**config.mk**
```make
export PLATFORM = sky130hd
export DESIGN_NAME = sram_pipe_core
export DESIGN_NICKNAME = d
export VERILOG_FILES = /design/src/rtl/sram_pkg.sv /design/src/rtl/sram_cmd_decode.sv /design/src/rtl/sram_in_stage.sv /design/src/rtl/sram_lane_bank.sv /design/src/rtl/sram_out_stage.sv /design/src/rtl/sram_pipe_core.sv
export SDC_FILE = /design/constraint.sdc
export NUM_CORES = 1
export LEC_CHECK = 0
export ABC_AREA = 1
export BUFFER_PORTS_ARGS = -buffer_cell sky130_fd_sc_hd__buf_2
export CAP_MARGIN = 10
export CORE_MARGIN = 8
export CORE_UTILIZATION = 61
export CTS_BUF_LIST = sky130_fd_sc_hd__clkbuf_8 sky130_fd_sc_hd__clkbuf_16
export CTS_CLUSTER_SIZE = 40
export DETAILED_ROUTE_END_ITERATION = 10
export MAX_ROUTING_LAYER = met4
export PLACE_DENSITY = 0.78
export SYNTH_ARGS = -nofsm -noshare
export SYNTH_HDL_FRONTEND = slang
export SYNTH_SLANG_ARGS = --single-unit
```
**constraint.sdc**
```tcl
create_clock -name clk -period 2.86 [get_ports clk]
set_clock_uncertainty 0.2 [all_clocks]
set_input_delay 0.286 -clock clk [delete_from_list [all_inputs] [get_ports clk]]
set_output_delay 0.286 -clock clk [all_outputs]
set_load 0.01 [all_outputs]
```
**src/rtl/sram_pkg.sv**
```systemverilog
`timescale 1ns/1ps
package sram_pkg;
  typedef enum logic [1:0] {
    CMD_NOP = 2'd0,
    CMD_RD  = 2'd1,
    CMD_WR  = 2'd2
  } cmd_e;
endpackage

```
**src/rtl/sram_cmd_decode.sv**
```systemverilog
`timescale 1ns/1ps
module sram_cmd_decode
  import sram_pkg::*;
#(
  parameter int LANES = 4
) (
  input  logic             sel0_n,
  input  logic             sel1,
  input  logic             sel2_n,
  input  logic             sleep,
  input  logic             all_wr_n,
  input  logic             lane_wr_en_n,
  input  logic [LANES-1:0] lane_sel_n,
  output cmd_e             cmd,
  output logic [LANES-1:0] lane_mask
);
  logic chosen;
  logic any_lane;
  logic is_write;

  always_comb begin
    chosen   = !sel0_n && sel1 && !sel2_n && !sleep;
    any_lane = |(~lane_sel_n);
    is_write = !all_wr_n || (!lane_wr_en_n && any_lane);
    if (!all_wr_n)          lane_mask = '1;
    else if (!lane_wr_en_n) lane_mask = ~lane_sel_n;
    else                    lane_mask = '0;
    if (!chosen)            cmd = CMD_NOP;
    else if (is_write)      cmd = CMD_WR;
    else                    cmd = CMD_RD;
  end
endmodule

```
**src/rtl/sram_in_stage.sv**
```systemverilog
`timescale 1ns/1ps
module sram_in_stage
  import sram_pkg::*;
#(
  parameter int LANES  = 4,
  parameter int LANE_W = 8,
  parameter int AW     = 4,
  localparam int DW    = LANES * LANE_W
) (
  input  logic             clk,
  input  logic             rst_n,
  input  cmd_e             cmd_d,
  input  logic [AW-1:0]    addr_d,
  input  logic [DW-1:0]    data_d,
  input  logic [LANES-1:0] mask_d,
  output cmd_e             cmd_q,
  output logic [AW-1:0]    addr_q,
  output logic [DW-1:0]    data_q,
  output logic [LANES-1:0] mask_q
);
  always_ff @(posedge clk) begin
    if (!rst_n) begin
      cmd_q  <= CMD_NOP;
      mask_q <= '0;
    end else begin
      cmd_q  <= cmd_d;
      mask_q <= mask_d;
    end
    addr_q <= addr_d;
    data_q <= data_d;
  end

  // a captured write always carries at least one lane
  a_r3_write_has_lane: assert property (@(posedge clk) disable iff (!rst_n)
    (cmd_q == CMD_WR) |-> (mask_q != '0));
endmodule

```
**src/rtl/sram_lane_bank.sv**
```systemverilog
`timescale 1ns/1ps
module sram_lane_bank #(
  parameter int LANE_W = 8,
  parameter int DEPTH  = 16,
  localparam int AW    = $clog2(DEPTH)
) (
  input  logic              clk,
  input  logic              wr_en,
  input  logic              rd_en,
  input  logic [AW-1:0]     addr,
  input  logic [LANE_W-1:0] wdata,
  output logic [LANE_W-1:0] rdata
);
  logic [LANE_W-1:0] store [DEPTH];

  always_ff @(posedge clk) begin
    if (wr_en) store[addr] <= wdata;
    if (rd_en) rdata <= store[addr];
  end
endmodule

```
**src/rtl/sram_out_stage.sv**
```systemverilog
`timescale 1ns/1ps
module sram_out_stage #(
  parameter int DW = 32
) (
  input  logic          clk,
  input  logic          rst_n,
  input  logic          rd_pending,
  input  logic [DW-1:0] bank_q,
  input  logic          out_en_n,
  input  logic          sleep,
  output logic          drive_q,
  output logic [DW-1:0] rdata,
  output logic          rvalid
);
  always_ff @(posedge clk) begin
    if (!rst_n) drive_q <= 1'b0;
    else        drive_q <= rd_pending;
  end

  always_comb begin
    rvalid = drive_q && !out_en_n && !sleep;
    rdata  = rvalid ? bank_q : '0;
  end
endmodule

```
**src/rtl/sram_pipe_core.sv**
```systemverilog
`timescale 1ns/1ps
module sram_pipe_core
  import sram_pkg::*;
#(
  parameter int LANES  = 4,
  parameter int LANE_W = 8,
  parameter int DEPTH  = 16,
  localparam int DW    = LANES * LANE_W,
  localparam int AW    = $clog2(DEPTH)
) (
  input  logic             clk,
  input  logic             rst_n,
  input  logic [AW-1:0]    addr,
  input  logic             sel0_n,
  input  logic             sel1,
  input  logic             sel2_n,
  input  logic             all_wr_n,
  input  logic             lane_wr_en_n,
  input  logic [LANES-1:0] lane_sel_n,
  input  logic             out_en_n,
  input  logic             sleep,
  input  logic [DW-1:0]    wdata,
  output logic [DW-1:0]    rdata,
  output logic             rvalid
);
  cmd_e             cmd_d;
  cmd_e             cmd_q;
  logic [LANES-1:0] mask_d;
  logic [LANES-1:0] mask_q;
  logic [AW-1:0]    addr_q;
  logic [DW-1:0]    data_q;
  logic [DW-1:0]    bank_q;
  logic             drive_q;
  logic             rd_go;

  sram_cmd_decode #(.LANES(LANES)) u_dec (
    .sel0_n(sel0_n), .sel1(sel1), .sel2_n(sel2_n), .sleep(sleep),
    .all_wr_n(all_wr_n), .lane_wr_en_n(lane_wr_en_n), .lane_sel_n(lane_sel_n),
    .cmd(cmd_d), .lane_mask(mask_d)
  );

  sram_in_stage #(.LANES(LANES), .LANE_W(LANE_W), .AW(AW)) u_in (
    .clk(clk), .rst_n(rst_n), .cmd_d(cmd_d), .addr_d(addr), .data_d(wdata),
    .mask_d(mask_d), .cmd_q(cmd_q), .addr_q(addr_q), .data_q(data_q), .mask_q(mask_q)
  );

  assign rd_go = (cmd_q == CMD_RD);

  for (genvar g = 0; g < LANES; g++) begin : g_lane
    logic lane_we;
    assign lane_we = (cmd_q == CMD_WR) && mask_q[g] && !sleep;
    sram_lane_bank #(.LANE_W(LANE_W), .DEPTH(DEPTH)) u_bank (
      .clk(clk), .wr_en(lane_we), .rd_en(rd_go), .addr(addr_q),
      .wdata(data_q[g*LANE_W +: LANE_W]), .rdata(bank_q[g*LANE_W +: LANE_W])
    );
  end

  sram_out_stage #(.DW(DW)) u_out (
    .clk(clk), .rst_n(rst_n), .rd_pending(rd_go), .bank_q(bank_q),
    .out_en_n(out_en_n), .sleep(sleep), .drive_q(drive_q),
    .rdata(rdata), .rvalid(rvalid)
  );

  logic pins_chosen;
  logic pins_write;
  assign pins_chosen = !sel0_n && sel1 && !sel2_n && !sleep;
  assign pins_write  = !all_wr_n || (!lane_wr_en_n && (lane_sel_n != '1));

  // anything but the enabling select pattern captures no command
  a_r1_deselect_idle: assert property (@(posedge clk) disable iff (!rst_n)
    !pins_chosen |=> (cmd_q == CMD_NOP));
  // write-all captures a full lane mask
  a_r2_global_mask: assert property (@(posedge clk) disable iff (!rst_n)
    (pins_chosen && !all_wr_n) |=> (cmd_q == CMD_WR && mask_q == '1));
  // a read drives the output after the second edge
  a_r4_read_latency: assert property (@(posedge clk) disable iff (!rst_n)
    (pins_chosen && !pins_write) |=> ##1 drive_q);
  // deselect or write releases drive with no extra cycle
  a_r7_single_cycle_deselect: assert property (@(posedge clk) disable iff (!rst_n)
    (!pins_chosen || pins_write) |=> ##1 !drive_q);
  // sleep holds the output off
  a_r9_sleep_off: assert property (@(posedge clk) disable iff (!rst_n)
    sleep |-> !rvalid);
  // bus is zero whenever not valid
  a_r10_zero_idle: assert property (@(posedge clk) disable iff (!rst_n)
    !rvalid |-> (rdata == '0));
endmodule

```
**Yosys cells after proc, flatten, opt, wreduce, memory -nomap -nowiden**

Memory sizes are Yosys's and may differ from the RTL's. A register that Yosys moved wholly into a read port is not among the register bits.
Index checks and enable logic that the tools add are counted.

- Reduce and logical (&&, ||, !) cells: 23
- Muxes and demuxes: 12
- Bitwise operators: 1
- Equal/unequal tests: 2

Operators by type and width:

| cell | count |
|---|---|
| $mux W32 | 1 |
| $logic_and A1 B1 Y1 | 14 |
| $mux W1 | 8 |
| $mux W4 | 2 |
| $logic_not A1 Y1 | 6 |
| $not A4 Y4 | 1 |
| $reduce_or A4 Y1 | 1 |
| $eq A2 B1 Y1 const B | 1 |
| $eq A2 B2 Y1 const B | 1 |
| $mux W2 | 1 |
| $reduce_and A2 Y1 | 1 |
| $logic_or A1 B1 Y1 | 1 |

- Output and inout port bits: 33
- Logic and storage cells: 47
- Memories kept: 4
- Bits of input ports: 49
- Register bits: 43
- Bits in writable memories: 512

Memories:

| name | words | bits a word | rd ports | clocked after Yosys merged registers in | wr ports | line | RTL |
|---|---|---|---|---|---|---|---|
| g_lane[0].u_bank.store | 16 | 8 | 1 | 1 | 1 | sram_lane_bank.sv:14 | `logic [LANE_W-1:0] store [DEPTH];` |
| g_lane[1].u_bank.store | 16 | 8 | 1 | 1 | 1 | sram_lane_bank.sv:14 |  |
| g_lane[2].u_bank.store | 16 | 8 | 1 | 1 | 1 | sram_lane_bank.sv:14 |  |
| g_lane[3].u_bank.store | 16 | 8 | 1 | 1 | 1 | sram_lane_bank.sv:14 |  |

**Depth between registers and ports, before layout**

Gate-level depths: netlist of the first run.

- Depth in word-level cells: 5
- Mapped depth: 12
- Gate-level depth less buffers: 9

**Cells and area by module**

From an unflattened synthesis of the first run, not the netlist that was laid out.

- Cell total of the unflattened synthesis: 2,345
- Area total of the unflattened synthesis: 24,024.3 um^2

By module, submodules not included:

| module | times used | sequential area each (um^2) | area each (um^2) | cells each |
|---|---|---|---|---|
| sram_lane_bank | 4 | 4,083.9 | 5,672.9 | 548 |
| sram_in_stage | 1 | 840.8 | 885.8 | 54 |
| sram_out_stage | 1 | 20.0 | 335.3 | 74 |
| sram_cmd_decode | 1 | 0.0 | 63.8 | 13 |
| sram_pipe_core | 1 | 0.0 | 47.5 | 12 |

**Least setup slack after synthesis of the first run**

Ideal clock, no wire load.

- Path kind: register to register
- Start: register u_in.cmd_q[0]
- End: register g_lane[0].u_bank.rdata[0] (read register of g_lane[0].u_bank.store) (enable)
- Period minus slack after synthesis: 2.362 ns
- Arrival time: 1.741 ns
- Stages on the path, launching flop included: 3
- Setup slack: 0.498 ns
- Path buffers: 0
- Required time: 2.239 ns
- Setup time: 0.421 ns
- Cells stage by stage: dfxtp_1 -> inv_1 -> nor2_1

- Longest elaborated chain between the ends: 1

RTL lines:

| element | line | RTL |
|---|---|---|
| from (decl) | sram_in_stage.sv:16 | `output cmd_e cmd_q,` |
| from (signal assigned) | sram_in_stage.sv:26 | `cmd_q <= cmd_d;` |
| $eq A2 B1 Y1 | sram_pipe_core.sv:47 | `assign rd_go = (cmd_q == CMD_RD);` |
| via g_lane[0].u_bank.rd_en | sram_lane_bank.sv:9 | `input logic rd_en,` |
| to (decl) | sram_lane_bank.sv:12 | `output logic [LANE_W-1:0] rdata` |

The timed path passes the listed nets, and every way through them passes these cells.
A chain may end at the register's enable or synchronous reset.

**Worst setup path in the final report of the first run**

- Start: register u_out.drive_q
- End: output rdata[30]

- Longest elaborated chain between the ends: 3

RTL lines:

| element | line | RTL |
|---|---|---|
| from (decl) | sram_out_stage.sv:11 | `output logic drive_q,` |
| from (signal assigned) | sram_out_stage.sv:17 | `else drive_q <= rd_pending;` |
| $logic_and A1 B1 Y1 (2 in a row) | sram_out_stage.sv:21 | `rvalid = drive_q && !out_en_n && !sleep;` |
| $mux W32 | sram_out_stage.sv:22 | `rdata = rvalid ? bank_q : '0;` |
| to (decl) | sram_pipe_core.sv:23 | `output logic [DW-1:0] rdata,` |

No other way between the ends.

==> results of run 1 <==
==> logic make-up after synthesis <==
family / after synthesis / synth area share (%)
AO/OA/AOI/OAI: 6 / 0.183
flip-flops: 587 / 71.8
AND/OR/NAND/NOR: 1512 / 23.8
buffers and inverters: 211 / 4.24
==> routing by layer <==
layer	vias to the layer above	wire length (µm)	track usage [%]
li1	7679	-	-
met1	7562	21900	31.9
met2	742	26600	39.0
met3	138	4900	3.91
met4	0	1850	9.32
met5	-	0	-
==> sequential cells by signal (all words and copies together) (netlist names) <==
signal,cells
g_lane.u_bank.store,512
g_lane.u_bank.rdata,32
u_in.data_q,32
u_in.addr_q,4
u_in.mask_q,4
u_in.cmd_q,2
u_out.drive_q,1
==> metrics by stage <==
step / cells / cell area, µm²
2_1_floorplan: 2316 / 24000
3_3_place_gp: 2874 / 25000
3_5_place_dp: 2874 / 25000
4_1_cts: 3032 / 27400
5_1_grt: 3035 / 27500
6_report: 3035 / 27500
==> Yosys cell counts <==
| cell type | instances | share of area (%) |
|---|---|---|
| nand3_1 | 1 | 0.021 |
| nor3b_2 | 1 | 0.052 |
| nand2_1 | 1399 | 22 |
| nor2_2 | 5 | 0.13 |
| buf_6 | 2 | 0.094 |
| inv_2 | 1 | 0.016 |
| a31o_2 | 1 | 0.037 |
| buf_4 | 39 | 1.2 |
| inv_4 | 1 | 0.026 |
| buf_2 | 47 | 0.98 |
| inv_1 | 103 | 1.6 |
| buf_1 | 1 | 0.016 |
| dfxtp_1 | 43 | 3.6 |
| clkbuf_1 | 16 | 0.25 |
| a21oi_1 | 1 | 0.021 |
| edfxtp_1 | 544 | 68 |
| o21a_1 | 4 | 0.13 |
| nor3_1 | 3 | 0.063 |
| clkinv_1 | 1 | 0.016 |
| nor2_1 | 103 | 1.6 |
==> cells in the final DEF, fill, tap and decap left out <==
| master | Yosys | final |
|---|---|---|
| nand2_1 | 1399 | 1399 |
| dfxtp_4 | 0 | 2 |
| nor3b_2 | 1 | 1 |
| nor2_4 | 0 | 4 |
| o21a_1 | 4 | 4 |
| buf_12 | 0 | 4 |
| clkinvlp_4 | 0 | 1 |
| bufinv_16 | 0 | 8 |
| clkbuf_8 | 0 | 8 |
| clkinv_1 | 1 | 7 |
| nor3_4 | 0 | 1 |
| a31o_2 | 1 | 1 |
| inv_1 | 103 | 110 |
| clkinvlp_2 | 0 | 1 |
| clkinv_2 | 0 | 15 |
| clkbuf_16 | 0 | 58 |
| nor3_1 | 3 | 2 |
| dfxtp_1 | 43 | 41 |
| nand3_1 | 1 | 1 |
| buf_4 | 39 | 62 |
| a21oi_1 | 1 | 1 |
| buf_2 | 47 | 81 |
| edfxtp_1 | 544 | 544 |
| nor2_1 | 103 | 101 |
| inv_4 | 1 | 1 |
| inv_6 | 0 | 3 |
| dlygate4sd3_1 | 0 | 53 |
| nor2_2 | 5 | 3 |
==> final cells by class <==
class                   count  area, µm²
flip-flops and latches    587      17200
fillers                  2672      11300
multi-input cells        1518       5780
clock buffers              66       1560
repair buffers            200       1480
well taps                 518        648
inverters                 106        409
clock inverters            39        385
repair inverters            1       5.00
==> report_power, final <==
part | internal, mW | leakage (nW) | total [mW] | switching [mW]
sequential | 9.41 | 5.25 | 9.55 | 0.143
clock | 4.60 | 1.01 | 7.69 | 3.09
combinational | 0.257 | 5.54 | 0.775 | 0.519
total | 14.3 | 11.8 | 18.0 | 3.76
==> worst paths after layout <==
path	from	endpoint	slack, ps	cells past startpoint
worst max-delay path	u_out.drive_q	rdata[30]	190	6
worst min-delay path	wdata[11]	u_in.data_q[11]	120	2
worst max register to register	u_in.addr_q[1]	g_lane[1].u_bank.store[2][7]	450	4
worst min register to register	u_in.cmd_q[1]	u_out.drive_q	350	1
==> repair_timing <==
action / CTS / global route
hold endpoints to repair: 43 / 0
endpoints found under the setup margin: 0 / 3
gates resized for setup: 0 / 3
buffers inserted: 0 / 2
hold buffers: 53 / 0
==> metrics, run 1 <==
first-pass GRT wire length=86.8 mm; 1st-pass router iterations=5; pre-CTS setup slack=480 ps; HP Class=in2reg; # port buffers=81; GP Congestion=0.850; worst endpoint required time=2370 ps; largest net degree at the start of global routing=193; fmax=374 MHz; Worst setup EP type=primary output; routed len/inst=18.2 µm; area grow syn2layout=14.7%; layout cells sized above 1=10.1%; CTS tree=done; sequential-to-total area share from yosys stat=71.8%; vias after detailed routing=16.1k; number of global-route vias before repair=16.0k; Top Ports=82; period utilization=93.5%; TritonCTS Buffers=57; die footprint=45900 µm²; Post-Syn Instances=2316; # rows=72; worst-path maximum fanout=10; Power Total=18.0 mW; H-tree depth=2; maximum clock insertion buffer count=3; number of synthesis warnings=0; Slew Limit Fails=0; Root Driver=clkbuf_16; GRT overflow=0; Crit Path Category=reg2out; Crit-path slowest cell=nor3_4; Vias per Instance=5.31; Max stage delay on crit path=400 ps; Final Util=70.9%; critical path's top delay family=buffers and inverters; All-Layer GR Usage=24.6%; final net count=2520; outcome=finished clean; unrepaired setup endpoints after global routing=false; Max-Cap Viols=0; Final WS setup=186 ps; initial drt markers=1474; flops & latches, synth=587; Buf+Inv Stages, Crit Path=4; Max VDD drop=0.580 mV; final wirelength=55.3 mm; Crit path arrival time=2190 ps; initial cell density of the core=61.8%; clock sink count=587; Slew headroom=36.3%; synthesized net count=2365; Leak=11.8 nW; Cell Area, Synth=24000 µm²; Post-Syn Area per Cell=10.3 µm²; Clk Latency, worst-skew pair=600 ps; Worst-path clk slew=60 ps; CP Launch Type=flip-flop; worst slew pin tran=955 ps; Final ANT Viol Nets=0; post-route setup TNS=0 ps; Finish-stage setup viols=0; die width=214 µm; final hold viol count=0; power per cell area=656 nW/µm²; post-DP HPWL=31.5 mm; Hold WS=118 ps; Die H=214 µm; Cell Chain, Critical Path=inv_1 > nor3_4 > clkinvlp_4 > buf_4 > nor2_1 > buf_2; CORE AREA=38700 µm²; post-layout min period=2670 ps; DRC=0; initial antenna violation count=0; ant diodes=0; count of cell types in the netlist=20
No activity file was read; power rests on OpenSTA's default activity.
==> inputs of run 2 (changes only) <==
--- a/config.mk
+++ b/config.mk
@@ -13,6 +13,7 @@
 export CTS_BUF_LIST = sky130_fd_sc_hd__clkbuf_8 sky130_fd_sc_hd__clkbuf_16
 export CTS_CLUSTER_SIZE = 40
 export DETAILED_ROUTE_END_ITERATION = 10
+export GPL_TIMING_DRIVEN = 0
 export MAX_ROUTING_LAYER = met4
 export PLACE_DENSITY = 0.78
 export SYNTH_ARGS = -nofsm -noshare
==> constraint.sdc (replaced) <==
create_clock -name clk -period 2.86 [get_ports clk]
set_clock_uncertainty 0.2 [all_clocks]
set_input_delay 0.572 -clock clk [delete_from_list [all_inputs] [get_ports clk]]
set_output_delay 0.572 -clock clk [all_outputs]
set_load 0.01 [all_outputs]
==> metrics, run 2 (same netlist as run 1, synthesis figures left out) <==
outcome=finished with violations; failing checks=negative setup slack; Crit path arrival time=2880 ps (+690 ps); DRC=0 (unchanged); post-layout min period=2870 ps (+192 ps); layout cells sized above 1=12.7% (+2.6 points); initial drt markers=1676 (+14%); clock share of power=40.6% (-2.1 points); Final WS setup=-5.75 ps (-192 ps); unrepaired setup endpoints after global routing=true; placed standard-cell area=25000 µm² (+0.30%); commonest non-fill, non-tap cell in the layout=nand2_1; period utilization=100% (+6.7 points); Slew headroom=36.1% (-0.20 points); Top Ports=82 (unchanged); post-route setup TNS=-19.2 ps (-19.2 ps); final net count=2542 (+0.87%); GP Congestion=0.923 (+8.7%); Crit-path slowest cell=nor2_1; fmax=349 MHz (-6.7%); TritonCTS Buffers=55 (-3.5%); worst endpoint required time=2880 ps (+510 ps); Clk Latency, worst-skew pair=600 ps (about the same); ant diodes=0 (unchanged); register share of total power=54.3% (+1.3 points); post-route cell area=27400 µm² (-0.33%); area of the multi-input gates=5930 µm² (+2.5%); 1st-pass router iterations=6 (+1); final hold viol count=0 (unchanged); largest net degree at the start of global routing=18 (-91%); Leak=11.7 nW (-0.72%); Worst setup EP type=flip-flop; Max VDD drop=0.533 mV (-8.2%); # fillers=2672 (unchanged); die footprint=45900 µm² (unchanged); post-DP HPWL=40.3 mm (+28%); final wirelength=62.6 mm (+13%); GRT overflow=0 (unchanged); Int Pwr=13.8 mW (-3.5%); switching power=3.79 mW (+0.83%); die width=214 µm (unchanged); # rows=72 (unchanged); pre-CTS setup slack=-266 ps (-746 ps); initial antenna violation count=0 (unchanged); HP Class=in2reg; All-Layer GR Usage=27.5% (+3.0 points); Buf+Inv Stages, Crit Path=1 (-3); CTS tree=done; Crit Path Category=reg2reg; Top Registers=g_lane.u_bank.store (512), g_lane.u_bank.rdata (32), u_in.data_q (32); worst-path maximum fanout=10 (unchanged); area grow syn2layout=14.3%; Max-Cap Viols=0 (unchanged); Cell Chain, Critical Path=nor2_2 > buf_2 > nand2_1 > nor2_1; Slew Limit Fails=0 (unchanged); worst slew pin tran=954 ps (-0.598 ps); routed len/inst=20.5 µm (+13%); CORE AREA=38700 µm² (unchanged); Reg area=17200 µm² (about the same); Gate power share=5.2% (+0.9 points); first-pass GRT wire length=92.9 mm (+7.1%); Vias per Instance=5.49 (+3.3%); Largest register FFs=512 (unchanged); Finish-stage setup viols=6 (+6); Die H=214 µm (unchanged); Hold WS=50.3 ps (-68.1 ps); initial cell density of the core=61.8% (unchanged); power per cell area=641 nW/µm² (-2.3%); maximum clock insertion buffer count=3 (unchanged); Worst-path clk slew=60 ps (about the same); most frequent cells in the layout=nand2_1 (1399), edfxtp_1 (544), buf_2 (128); number of global-route vias before repair=16.3k (+1.7%); Final ANT Viol Nets=0 (unchanged); critical path's top delay family=simple AND/OR/NAND/NOR gates; vias after detailed routing=16.8k (+4.0%); Sw Ratio=21.6% (+0.74 points); CP Launch Type=flip-flop; H-tree depth=2 (unchanged); Max stage delay on crit path=800 ps (+400 ps); Root Driver=clkbuf_16; clock sink count=587 (unchanged); # port buffers=81 (unchanged); Largest Register=g_lane.u_bank.store
==> run 2: cell types whose count changed in the layout (fill, tap and decap cells not counted), sizes merged <==
cell         before  now
clkinvlp          2    1
buf             147  173
inv             114  121
clkinv           22   19
clkbuf           66   79
dlygate4sd3      53   36
bufinv            8    3
==> run 2: stage by stage <==
step	std cells	util [%]	total power [mW]
after global routing	3055	70.7	18.0
after floorplan	2316	-	10.2
after detailed placement	2916	64.6	10.5
after global placement	2915	64.6	10.5
after CTS	3055	70.4	17.6
final	3055	70.7	17.5
==> run 2: layout make-up <==
cell class	instances	area share, %
inverter	106	1.46
timing repair buffer	120	2.97
buffer	105	2.27
clock inverter	38	0.896
clock buffer	63	5.59
sequential	587	62.8
multi-input combinational	1518	21.6
tap	518	2.37
==> run 2: power groups by stage <==
stage / Combinational (mW) / Sequential (mW) / Clock, mW
2_1_floorplan: 0.529 / 9.65 / 0
3_3_place_gp: 0.806 / 9.70 / 0
3_5_place_dp: 0.827 / 9.70 / 0
4_1_cts: 0.879 / 9.52 / 7.15
5_1_grt: 0.984 / 9.53 / 7.48
6_report: 0.905 / 9.52 / 7.12
==> run 2: worst paths after layout <==
path,from,cells past startpoint,to,slack [ps]
max reg2reg,u_in.addr_q[2],4,g_lane[2].u_bank.store[0][2],-6
max,u_in.addr_q[2],4,g_lane[2].u_bank.store[0][2],-6
min reg2reg,u_in.cmd_q[1],1,u_out.drive_q,320
min,lane_sel_n[3],3,u_in.mask_q[3],50
==> run 2: tightest hold or removal path, stage by stage <==
cell and delay (ps):
buf_2 90, o21a_1 100, nor2_1 40
==> run 2: per-layer routing <==
metal	wire length (µm)	vias to the layer above	GRT usage [%]	part of all wire, %
li1	-	7724	-	-
met1	23500	7879	34.3	38
met2	29600	964	43.5	47
met3	6300	197	4.37	10
met4	3190	0	14.5	5.1
met5	0	-	-	0
==> run 2: what timing repair did <==
action,CTS,global route
endpoints found under the setup margin,259,310
hold buffers,36,0
buffers inserted,2,0
resized for setup,29,41
hold endpoints to repair,36,0
==> inputs of run 3 (changes only) <==
--- a/config.mk
+++ b/config.mk
@@ -6,16 +6,17 @@
 export NUM_CORES = 1
 export LEC_CHECK = 0
 export ABC_AREA = 1
-export BUFFER_PORTS_ARGS = -buffer_cell sky130_fd_sc_hd__buf_2
 export CAP_MARGIN = 10
 export CORE_MARGIN = 8
 export CORE_UTILIZATION = 61
 export CTS_BUF_LIST = sky130_fd_sc_hd__clkbuf_8 sky130_fd_sc_hd__clkbuf_16
 export CTS_CLUSTER_SIZE = 40
 export DETAILED_ROUTE_END_ITERATION = 10
+export DONT_BUFFER_PORTS = 1
 export GPL_TIMING_DRIVEN = 0
 export MAX_ROUTING_LAYER = met4
-export PLACE_DENSITY = 0.78
+export PLACE_DENSITY = 0.76
+export RECOVER_POWER = 100
 export SYNTH_ARGS = -nofsm -noshare
 export SYNTH_HDL_FRONTEND = slang
 export SYNTH_SLANG_ARGS = --single-unit
==> metrics, run 3 (same netlist as run 1, synthesis figures left out) <==
DRC=0 (unchanged); pre-CTS setup slack=-318 ps (-52.1 ps); Slew headroom=-18.9% (-55 points); fmax=348 MHz (-0.27%); initial cell density of the core=61.8% (unchanged); # fillers=2647 (-0.94%); Final Util=70.0% (-0.70 points); Max-Cap Viols=1 (+1); area grow syn2layout=13.2%; Die H=214 µm (unchanged); CP Launch Type=flip-flop; Root Driver=clkbuf_16; Crit path arrival time=2900 ps (+20 ps); # port buffers=0 (-100%); post-route cell area=27100 µm² (-0.99%); FF-to-FF Start=u_in.addr_q[3]; # rows=72 (unchanged); final hold viol count=0 (unchanged); Cell Chain, Critical Path=nand2_1 > clkinv_1 > buf_1 > nand2_1 > nor2_1; All-Layer GR Usage=27.4% (-0.18 points); 1st-pass router iterations=6 (unchanged); CTS tree=done; power per cell area=648 nW/µm² (+1.1%); most frequent cells in the layout=nand2_1 (1399), edfxtp_1 (544), inv_1 (114); initial drt markers=1877 (+12%); Finish-stage setup viols=8 (+2); number of setup buffers added after CTS=0 (-2); routed len/inst=20.7 µm (+1.1%); commonest non-fill, non-tap cell in the layout=nand2_1; worst-path maximum fanout=10 (unchanged); HP Class=reg2reg; Leak=11.4 nW (-2.7%); largest net degree at the start of global routing=21 (+3); vias after detailed routing=16.4k (-2.3%); post-DP HPWL=39.8 mm (-1.1%); Crit Path Category=reg2reg; final net count=2475 (-2.6%); die footprint=45900 µm² (unchanged); Final ANT Viol Nets=0 (unchanged); Crit-path slowest cell=nor2_1; Hold Path Depth=1 (-2); CP dominant cell by count=nand2_1; placed standard-cell area=24600 µm² (-1.6%); ant diodes=0 (unchanged); Worst setup EP type=flip-flop; Vias per Instance=5.47 (-0.26%); outcome=finished with violations; GRT overflow=0 (unchanged); Top Registers=g_lane.u_bank.store (512), g_lane.u_bank.rdata (32), u_in.data_q (32); Largest Register=g_lane.u_bank.store; number of global-route vias before repair=16.0k (-1.4%); GP Congestion=0.903 (-2.2%); layout cells sized above 1=10.1% (-2.6 points); R2R cell count=5 (+1); period utilization=100% (+0.27 points); CORE AREA=38700 µm² (unchanged); H-tree depth=2 (unchanged); initial antenna violation count=1 (+1); worst endpoint required time=2890 ps (about the same); Clk Latency, worst-skew pair=610 ps (about the same); first-pass GRT wire length=92.1 mm (-0.87%); final wirelength=62.0 mm (-1.0%); Final WS setup=-13.4 ps (-7.67 ps); Max stage delay on crit path=730 ps (-70 ps); failing checks=max-capacitance violations, max-slew violations, negative setup slack; Worst-path clk slew=60 ps (about the same); unrepaired setup endpoints after global routing=true; Max VDD drop=0.505 mV (-5.3%); Largest register FFs=512 (unchanged); worst slew pin tran=1780 ps (+827 ps); die width=214 µm (unchanged); TritonCTS Buffers=57 (+3.6%); Slew Limit Fails=20 (+20); maximum clock insertion buffer count=3 (unchanged); post-layout min period=2870 ps (+7.67 ps); clock sink count=587 (unchanged); Top Ports=82 (unchanged); worst setup path startpoint=u_in.addr_q[3]; hold wc startpoint=u_in.cmd_q[1]
## run 3: power breakdown
group / switching (mW) / total, mW / leakage (nW) / internal [mW]
Clock: 3.13 / 7.16 / 0.931 / 4.03
Combinational: 0.615 / 0.886 / 5.21 / 0.271
Sequential: 0.116 / 9.53 / 5.25 / 9.41
## run 3: final cells by class
class | instances | area [µm²] | area share [%]
Buffer | 105 | 627 | 2.31
Timing Repair Buffer | 51 | 528 | 1.95
Inverter | 106 | 400 | 1.48
Sequential cell | 587 | 17200 | 63.4
Clock buffer | 64 | 1550 | 5.70
Tap cell | 518 | 648 | 2.39
Clock inverter | 43 | 259 | 0.955
Multi-Input combinational cell | 1518 | 5910 | 21.8
## run 3: per-layer routing
layer	GRT usage [%]	up-vias	share of wire (%)
li1	-	7606	-
met1	33.0	7660	38
met2	44.3	913	48
met3	5.36	196	10
met4	12.9	0	4.5
met5	-	-	0
## run 3: path summary, 6_finish.rpt
kind | slack [ps] | to
worst max-delay path | -10 | g_lane[3].u_bank.store[12][0]
worst min-delay path | 290 | u_out.drive_q
worst max register to register | -10 | g_lane[3].u_bank.store[12][0]
worst min register to register | 290 | u_out.drive_q
## run 3: worst max-delay path: cells and delay by family (launching register included)
kind | cells | cell delay, ps
buffers and inverters | 2 | 690
DFF | 1 | 430
and+or+nand+nor | 3 | 1170
## run 3: repair_timing
action / CTS / global route
endpoints found under the setup margin: 187 / 327
endpoints found under the hold margin: 43 / 0
resized for setup: 33 / 37
hold buffers: 50 / 0
pin swaps: 0 / 0
## run 3: per-stage QoR
stage,total power [mW],std cells,setup TNS (ps),hold WS (ps)
floorplan,10.2,2316,0,212
global placement,10.5,2834,-45510,222
detailed placement,10.5,2835,-12610,328
CTS,17.6,2992,-2100,287
global route,18.0,2992,-442,297
finish,17.6,2992,-59.7,290
